`src/rtl/tgPkg.sv`:
```
package tgPkg;
  localparam int NUM_TIMING   = 8;
  localparam int HALF_TIMING  = NUM_TIMING / 2;
  localparam int REG_UNLOCK   = 0;
  localparam int REG_CTRL     = 1;
  localparam int REG_TIM_BASE = 2;
  localparam int CTRL_W       = 5;
  // timing word indices (address = REG_TIM_BASE + index)
  localparam int T_H_ACT = 0;
  localparam int T_V_ACT = 4;

  typedef struct packed {
    logic runEn;
    logic loadShadow;
  } tgStrobe_t;
endpackage

```
`src/rtl/tgCtrl.sv`:
```
module tgCtrl
  import tgPkg::*;
#(
  parameter int FIELD_W = 16,
  parameter int ADDR_W  = 4,
  parameter logic [2*FIELD_W-1:0] UNLOCK_CODE = '1
) (
  input  logic                 clk,
  input  logic                 rst,
  input  logic                 regWrEn,
  input  logic [ADDR_W-1:0]    regAddr,
  input  logic [2*FIELD_W-1:0] regWrData,
  output logic [2*FIELD_W-1:0] regRdData,
  input  logic                 frameWrap,
  output tgStrobe_t            strobe,
  output logic [CTRL_W-2:0]    outEn,
  output logic [NUM_TIMING-1:0][2*FIELD_W-1:0] progTiming
);
  localparam int DW = 2 * FIELD_W;

  logic              unlocked;
  logic [CTRL_W-1:0] ctrlReg;
  logic              wrOpen;

  assign wrOpen = regWrEn && unlocked;

  always_ff @(posedge clk) begin
    if (rst) begin
      unlocked   <= 1'b0;
      ctrlReg    <= '0;
      progTiming <= '0;
    end else begin
      if (regWrEn && regAddr == ADDR_W'(REG_UNLOCK)) begin
        if (regWrData == UNLOCK_CODE) unlocked <= 1'b1;
        else if (regWrData == '0)     unlocked <= 1'b0;
      end
      if (wrOpen && regAddr == ADDR_W'(REG_CTRL)) ctrlReg <= regWrData[CTRL_W-1:0];
      for (int i = 0; i < NUM_TIMING; i++) begin
        if (wrOpen && regAddr == ADDR_W'(REG_TIM_BASE + i)) progTiming[i] <= regWrData;
      end
    end
  end

  always_comb begin
    regRdData = '0;
    if (regAddr == ADDR_W'(REG_UNLOCK)) regRdData = DW'(unlocked);
    if (regAddr == ADDR_W'(REG_CTRL))   regRdData = DW'(ctrlReg);
    for (int i = 0; i < NUM_TIMING; i++) begin
      if (regAddr == ADDR_W'(REG_TIM_BASE + i)) regRdData = progTiming[i];
    end
  end

  // working copy follows programmed copy while stopped, or at frame wrap
  assign strobe.runEn      = ctrlReg[0];
  assign strobe.loadShadow = !ctrlReg[0] || frameWrap;
  assign outEn             = ctrlReg[CTRL_W-1:1];

  // a locked write leaves control and timing untouched
  assert_locked_write_R2: assert property (@(posedge clk) disable iff (rst)
    (regWrEn && !unlocked && regAddr != ADDR_W'(REG_UNLOCK))
      |=> ($stable(ctrlReg) && $stable(progTiming)));

  // writing zero to the unlock word relocks
  assert_relock_R2: assert property (@(posedge clk) disable iff (rst)
    (regWrEn && regAddr == ADDR_W'(REG_UNLOCK) && regWrData == '0) |=> !unlocked);
endmodule

```
`src/rtl/tgPath.sv`:
```
module tgPath
  import tgPkg::*;
#(
  parameter int FIELD_W = 16
) (
  input  logic              clk,
  input  logic              rst,
  input  tgStrobe_t         strobe,
  input  logic [CTRL_W-2:0] outEn,
  input  logic [NUM_TIMING-1:0][2*FIELD_W-1:0] progTiming,
  output logic              frameWrap,
  output logic [FIELD_W-1:0] hCnt,
  output logic [FIELD_W-1:0] vCnt,
  output logic              hsync,
  output logic              vsync,
  output logic              fpHsync,
  output logic              fpVsync,
  output logic              blank,
  output logic              de
);
  logic [NUM_TIMING-1:0][2*FIELD_W-1:0] work;
  logic [NUM_TIMING-1:0] hit;
  logic hWrap, vWrap, showEn;

  assign hWrap     = hCnt >= work[T_H_ACT][2*FIELD_W-1:FIELD_W];
  assign vWrap     = vCnt >= work[T_V_ACT][2*FIELD_W-1:FIELD_W];
  assign frameWrap = hWrap && vWrap;

  always_ff @(posedge clk) begin
    if (rst)                    work <= '0;
    else if (strobe.loadShadow) work <= progTiming;
  end

  always_ff @(posedge clk) begin
    if (rst || !strobe.runEn) begin
      hCnt <= '0;
      vCnt <= '0;
    end else if (hWrap) begin
      hCnt <= '0;
      vCnt <= vWrap ? '0 : vCnt + 1'b1;
    end else begin
      hCnt <= hCnt + 1'b1;
    end
  end

  // one comparator per timing word: active-limit for index 0/4, window otherwise
  for (genvar g = 0; g < NUM_TIMING; g++) begin : gWin
    logic [FIELD_W-1:0] cnt, loF;
    assign cnt = (g < HALF_TIMING) ? hCnt : vCnt;
    assign loF = work[g][FIELD_W-1:0];
    if (g % HALF_TIMING == 0) begin : gAct
      assign hit[g] = cnt <= loF;
    end else begin : gPair
      logic [FIELD_W-1:0] hiF;
      assign hiF    = work[g][2*FIELD_W-1:FIELD_W];
      assign hit[g] = (cnt > loF) && (cnt <= hiF);
    end
  end

  assign showEn  = strobe.runEn && outEn[0];
  assign blank   = !showEn || hit[1] || hit[5];
  assign de      = showEn && hit[0] && hit[4];
  assign hsync   = strobe.runEn && outEn[1] && hit[2];
  assign vsync   = strobe.runEn && outEn[2] && hit[6];
  assign fpHsync = strobe.runEn && outEn[3] && hit[3];
  assign fpVsync = strobe.runEn && outEn[3] && hit[7];

  // pixel counter steps by one below the total
  assert_hstep_R4: assert property (@(posedge clk) disable iff (rst)
    (strobe.runEn && !hWrap) |=> (hCnt == $past(hCnt) + 1'b1));

  // pixel counter wraps at the total
  assert_hwrap_R4: assert property (@(posedge clk) disable iff (rst)
    (strobe.runEn && hWrap) |=> (hCnt == '0));

  // stopped generator holds both counters at zero
  assert_stop_R5: assert property (@(posedge clk) disable iff (rst)
    !strobe.runEn |=> (hCnt == '0 && vCnt == '0));

  // working copy only moves at a frame wrap while running
  assert_shadow_R10: assert property (@(posedge clk) disable iff (rst)
    (strobe.runEn && !frameWrap) |=> $stable(work));
endmodule

```
`src/rtl/rasterTimingGen.sv`:
```
module rasterTimingGen
  import tgPkg::*;
#(
  parameter int FIELD_W = 16,
  parameter int ADDR_W  = 4,
  parameter logic [2*FIELD_W-1:0] UNLOCK_CODE = 32'h5A3C_0F96
) (
  input  logic                 clk,
  input  logic                 rst,
  input  logic                 regWrEn,
  input  logic [ADDR_W-1:0]    regAddr,
  input  logic [2*FIELD_W-1:0] regWrData,
  output logic [2*FIELD_W-1:0] regRdData,
  output logic                 hsync,
  output logic                 vsync,
  output logic                 fpHsync,
  output logic                 fpVsync,
  output logic                 blank,
  output logic                 de,
  output logic [FIELD_W-1:0]   hCnt,
  output logic [FIELD_W-1:0]   vCnt
);
  tgStrobe_t         strobe;
  logic [CTRL_W-2:0] outEn;
  logic              frameWrap;
  logic [NUM_TIMING-1:0][2*FIELD_W-1:0] progTiming;

  tgCtrl #(.FIELD_W(FIELD_W), .ADDR_W(ADDR_W), .UNLOCK_CODE(UNLOCK_CODE)) uCtrl (
    .clk(clk), .rst(rst), .regWrEn(regWrEn), .regAddr(regAddr),
    .regWrData(regWrData), .regRdData(regRdData), .frameWrap(frameWrap),
    .strobe(strobe), .outEn(outEn), .progTiming(progTiming)
  );

  tgPath #(.FIELD_W(FIELD_W)) uPath (
    .clk(clk), .rst(rst), .strobe(strobe), .outEn(outEn),
    .progTiming(progTiming), .frameWrap(frameWrap), .hCnt(hCnt), .vCnt(vCnt),
    .hsync(hsync), .vsync(vsync), .fpHsync(fpHsync), .fpVsync(fpVsync),
    .blank(blank), .de(de)
  );
endmodule

```
`config.mk`:
```
export PLATFORM = sky130hd
export DESIGN_NAME = rasterTimingGen
export DESIGN_NICKNAME = d
export VERILOG_FILES = /design/src/rtl/tgPkg.sv /design/src/rtl/tgCtrl.sv /design/src/rtl/tgPath.sv /design/src/rtl/rasterTimingGen.sv
export SDC_FILE = /design/constraint.sdc
export NUM_CORES = 2
export LEC_CHECK = 0
export ABC_AREA = 0
export CORE_UTILIZATION = 43
export CTS_CLUSTER_DIAMETER = 120
export DETAILED_ROUTE_END_ITERATION = 10
export DONT_BUFFER_PORTS = 1
export HOLD_SLACK_MARGIN = 0.12
export PLACE_DENSITY = 0.59
export SYNTH_ARGS = -nofsm -noshare
export SYNTH_HDL_FRONTEND = slang
export SYNTH_SLANG_ARGS = --single-unit
export TNS_END_PERCENT = 20
```
`constraint.sdc`:
```
create_clock -name clk -period 8.1 [get_ports clk]
set_clock_uncertainty 0.2 [all_clocks]
set_input_delay 0.81 -clock clk [delete_from_list [all_inputs] [get_ports clk]]
set_output_delay 0.81 -clock clk [all_outputs]
set_load 0.05 [all_outputs]
```
==> results.py <==
metrics = {
    "placement": {
        "place_congestion": 0.922,
        "hpwl_um": 68300,
        "numPortBuffers": 0,
    },
    "yosys": {
        "ys_seq_area_share_pct": 36.2,
        "synth.most_common_cell": "nand2_1",
        "avgSynthCellArea_um2": 8.31,
        "synth_warnings": 0,
        "synth_common_cells": "611 x nand2_1, 550 x dfxtp_1, 524 x nand2b_1",
        "synth.ff_latch_count": 550,
        "synth-async-reset-ratio_pct": 0,
        "syn_inst": 3656,
        "netlist_area_mm2": 0.0304,
        "synth_top_area_share_pct": 36.2,
        "synth_cell_types": 65,
        "synth_nets": 3953,
        "synth_edf_count": 0,
        "synth_top_area_cell": "dfxtp_1",
        "yosys-top-cells-area": "dfxtp_1 36%, nand2b_1 11%, ha_1 11%",
        "synthFlopType": "dfxtp_1",
    },
    "worst_setup_path": {
        "r2r_cells": 10,
        "crit_start": "uPath.hCnt[0]",
        "r2r_end": "uPath.gWin[7].loF[3]",
        "ff2ff_setup_slack_ns": 3.37,
        "path_depth": 5,
        "cp.required_ns": 7.09,
        "endpoint": "fpHsync",
        "end_kind": "output port",
        "worst-path-buf-inv": 1,
        "start_kind": "flop",
        "path_class": "reg -> out",
        "cp_slowest_cell": "a221oi_2",
        "cp.arrival_ns": 3.88,
        "rr_startpoint": "uPath.hCnt[0]",
        "cpLargestDelayFamily": "compound AO/OA/AOI/OAI gates",
        "worstPathMaxFanout": 8,
        "crit_chain": "inv_1 > ha_1 > nand4_1 > or4_1 > a221oi_2",
        "crit_path_max_incr_delay_ns": 1.08,
    },
    "clocking": {
        "cts_inserted_buffers": 59,
        "numClockSinks": 550,
        "h-tree-depth": 2,
        "root_buffer": "clkbuf_16",
        "cts_tree": "yes",
        "clk_latency_ns": 0.63,
        "cts.path.max_buffers": 3,
        "clk_pin_slew_worst_paths_ns": 0.06,
        "cts.repair.resized": 0,
    },
    "die": {
        "core.rowCount": 97,
        "ioPinCount": 109,
        "die_h_um": 268,
        "fp.dieArea_mm2": 0.0717,
        "start_util_pct": 43.4,
        "core_region_area_mm2": 0.0700,
        "fp.dieW_um": 268,
    },
    "drt": {
        "postRouteWirelength_um": 101000,
        "dr.pass1.iters": 6,
        "vias": 25050,
        "route.detailed.drc": 0,
        "ant_nets": 0,
        "viasPerCell": 5.46,
        "wl_per_cell_um": 22.0,
        "dr.first_iter.drc_count": 2562,
    },
    "run": {
        "maxCapViolations": 0,
    },
    "sta": {
        "relSlewSlack_pct": -79.6,
        "setup_viol": 0,
        "worst_pin_slew_ns": 2.69,
        "rsz0062_at_grt": "false",
        "period_needed_ns": 4.89,
        "final.period_utilization_pct": 60.3,
        "fin_setup_tns_ns": 0,
        "slew_viol_final": 430,
        "hold_viol": 0,
        "max_freq_mhz": 205,
    },
    "grt": {
        "grt_antenna_before_repair": 8,
        "grt_pass1_wl_um": 149000,
        "grt-ovfl-total": 0,
        "grt_usage_pct": 27.8,
        "grt_max_degree": 777,
        "first_global_vias": 23303,
    },
    "cells_and_area": {
        "drive_gt1_share_pct": 5.64,
        "layout.nets": 3884,
        "finish.utilization_pct": 47.6,
        "areaGrowthSynthToFinish_pct": 9.58,
    },
    "status": {
        "violations": "max-slew violations",
        "status": "complete, but fails checks",
    },
    "pwr": {
        "p_leak_nw": 11.3,
        "p_per_area_mw_per_mm2": 173,
        "ir_drop_uv": 187,
    },
    "min_path": {
        "min_path_type": "in -> reg",
    },
}
## worst min-delay path by stage
stage                     startpoint               endpoint  cells past startpoint
6_report                         rst   uCtrl.progTiming[29]                      1
5_1_grt                          rst  uCtrl.progTiming[155]                      1
4_1_cts                regWrData[31]  uCtrl.progTiming[127]                      2
3_5_place_dp   uCtrl.progTiming[198]  uCtrl.progTiming[198]                      2
3_3_place_gp   uCtrl.progTiming[169]  uCtrl.progTiming[169]                      2
2_1_floorplan   uCtrl.progTiming[33]   uCtrl.progTiming[33]                      2
## where the power goes
group	internal, mW	switching [mW]	total [mW]
sequential	2.70	0.00000000000101	2.70
clock	1.72	1.19	2.91
combinational	0.0679	0.0955	0.163
total	4.49	1.28	5.77
## cells by family after synthesis
kind of cell / share of synthesized area (%)
buffers and inverters: 7.44
muxes: 8.97
xor gates and xnor gates: 0.432
AOI/OAI and AO/OA: 12.7
adders and majority gates: 10.6
and+or+nand+nor: 23.6
DFF: 36.2
## what timing repair did
item,4_1_cts,5_1_grt
buffers inserted,0,0
hold buffers,33,0
hold endpoints to repair,256,0
setup endpoints to repair,0,0
## registers in the layout (all words and copies together) (netlist names)
| register | cells |
|---|---|
| uCtrl.progTiming | 256 |
| uCtrl.ctrlReg | 5 |
| uPath.vCnt | 16 |
| uPath.work | 32 |
| uPath.hCnt | 16 |
| uPath.gWin.gPair.hiF | 96 |
| uCtrl.unlocked | 1 |
| uPath.gWin.loF | 128 |
## final cells by class
class	instances	area, um2
antenna	11	27.5
clock buffer	80	1670
clock inverter	27	388
fill	6880	36700
inverter	255	957
multi-input combinational	2624	17200
sequential	550	11000
tap	940	1180
timing repair buffer	97	840
## placed cells by master (no fill, tap or decap), types with 13 or more instances in the layout
| cell type | instances |
|---|---|
| nand2_1 | 606 |
| dfxtp_1 | 550 |
| nand2b_1 | 524 |
| a21oi_1 | 353 |
| mux2i_1 | 269 |
| ha_1 | 258 |
| inv_1 | 255 |
| nor2_1 | 94 |
| o21ai_0 | 66 |
| nand4_1 | 61 |
| buf_4 | 61 |
| clkbuf_16 | 59 |
| a22oi_1 | 48 |
| nand3_1 | 38 |
| dlygate4sd3_1 | 33 |
| a21o_1 | 26 |
| nor2b_1 | 25 |
| o21a_1 | 19 |
| a222oi_1 | 16 |
| o211ai_1 | 16 |
| or3_1 | 15 |
| o22ai_1 | 13 |
## metrics by stage
stage                     instances  hold slack, ns  instance area [um2]  power (mW)  setup slack [ns]
after floorplan                3656           0.246                30400        2.91              3.77
after global placement         4433           0.257                30900        2.88              3.36
after detailed placement       4433           0.262                30900        2.88              3.31
after CTS                      4573           0.120                33300        5.80              3.13
after global routing           4579           0.130                33300        5.91              3.08
final                          4584           0.135                33300        5.77              3.21
## per-layer routing
| layer | GRT usage, % | vias up | part of all wire [%] |
|---|---|---|---|
| met5 | 0 | - | 0.011 |
| met4 | 12.6 | 2 | 4.4 |
| met3 | 6.63 | 166 | 8.1 |
| met2 | 44.5 | 824 | 46 |
| met1 | 35.2 | 11859 | 42 |
| li1 | - | 12199 | - |
Note: power is estimated with default switching activity, not from simulation.
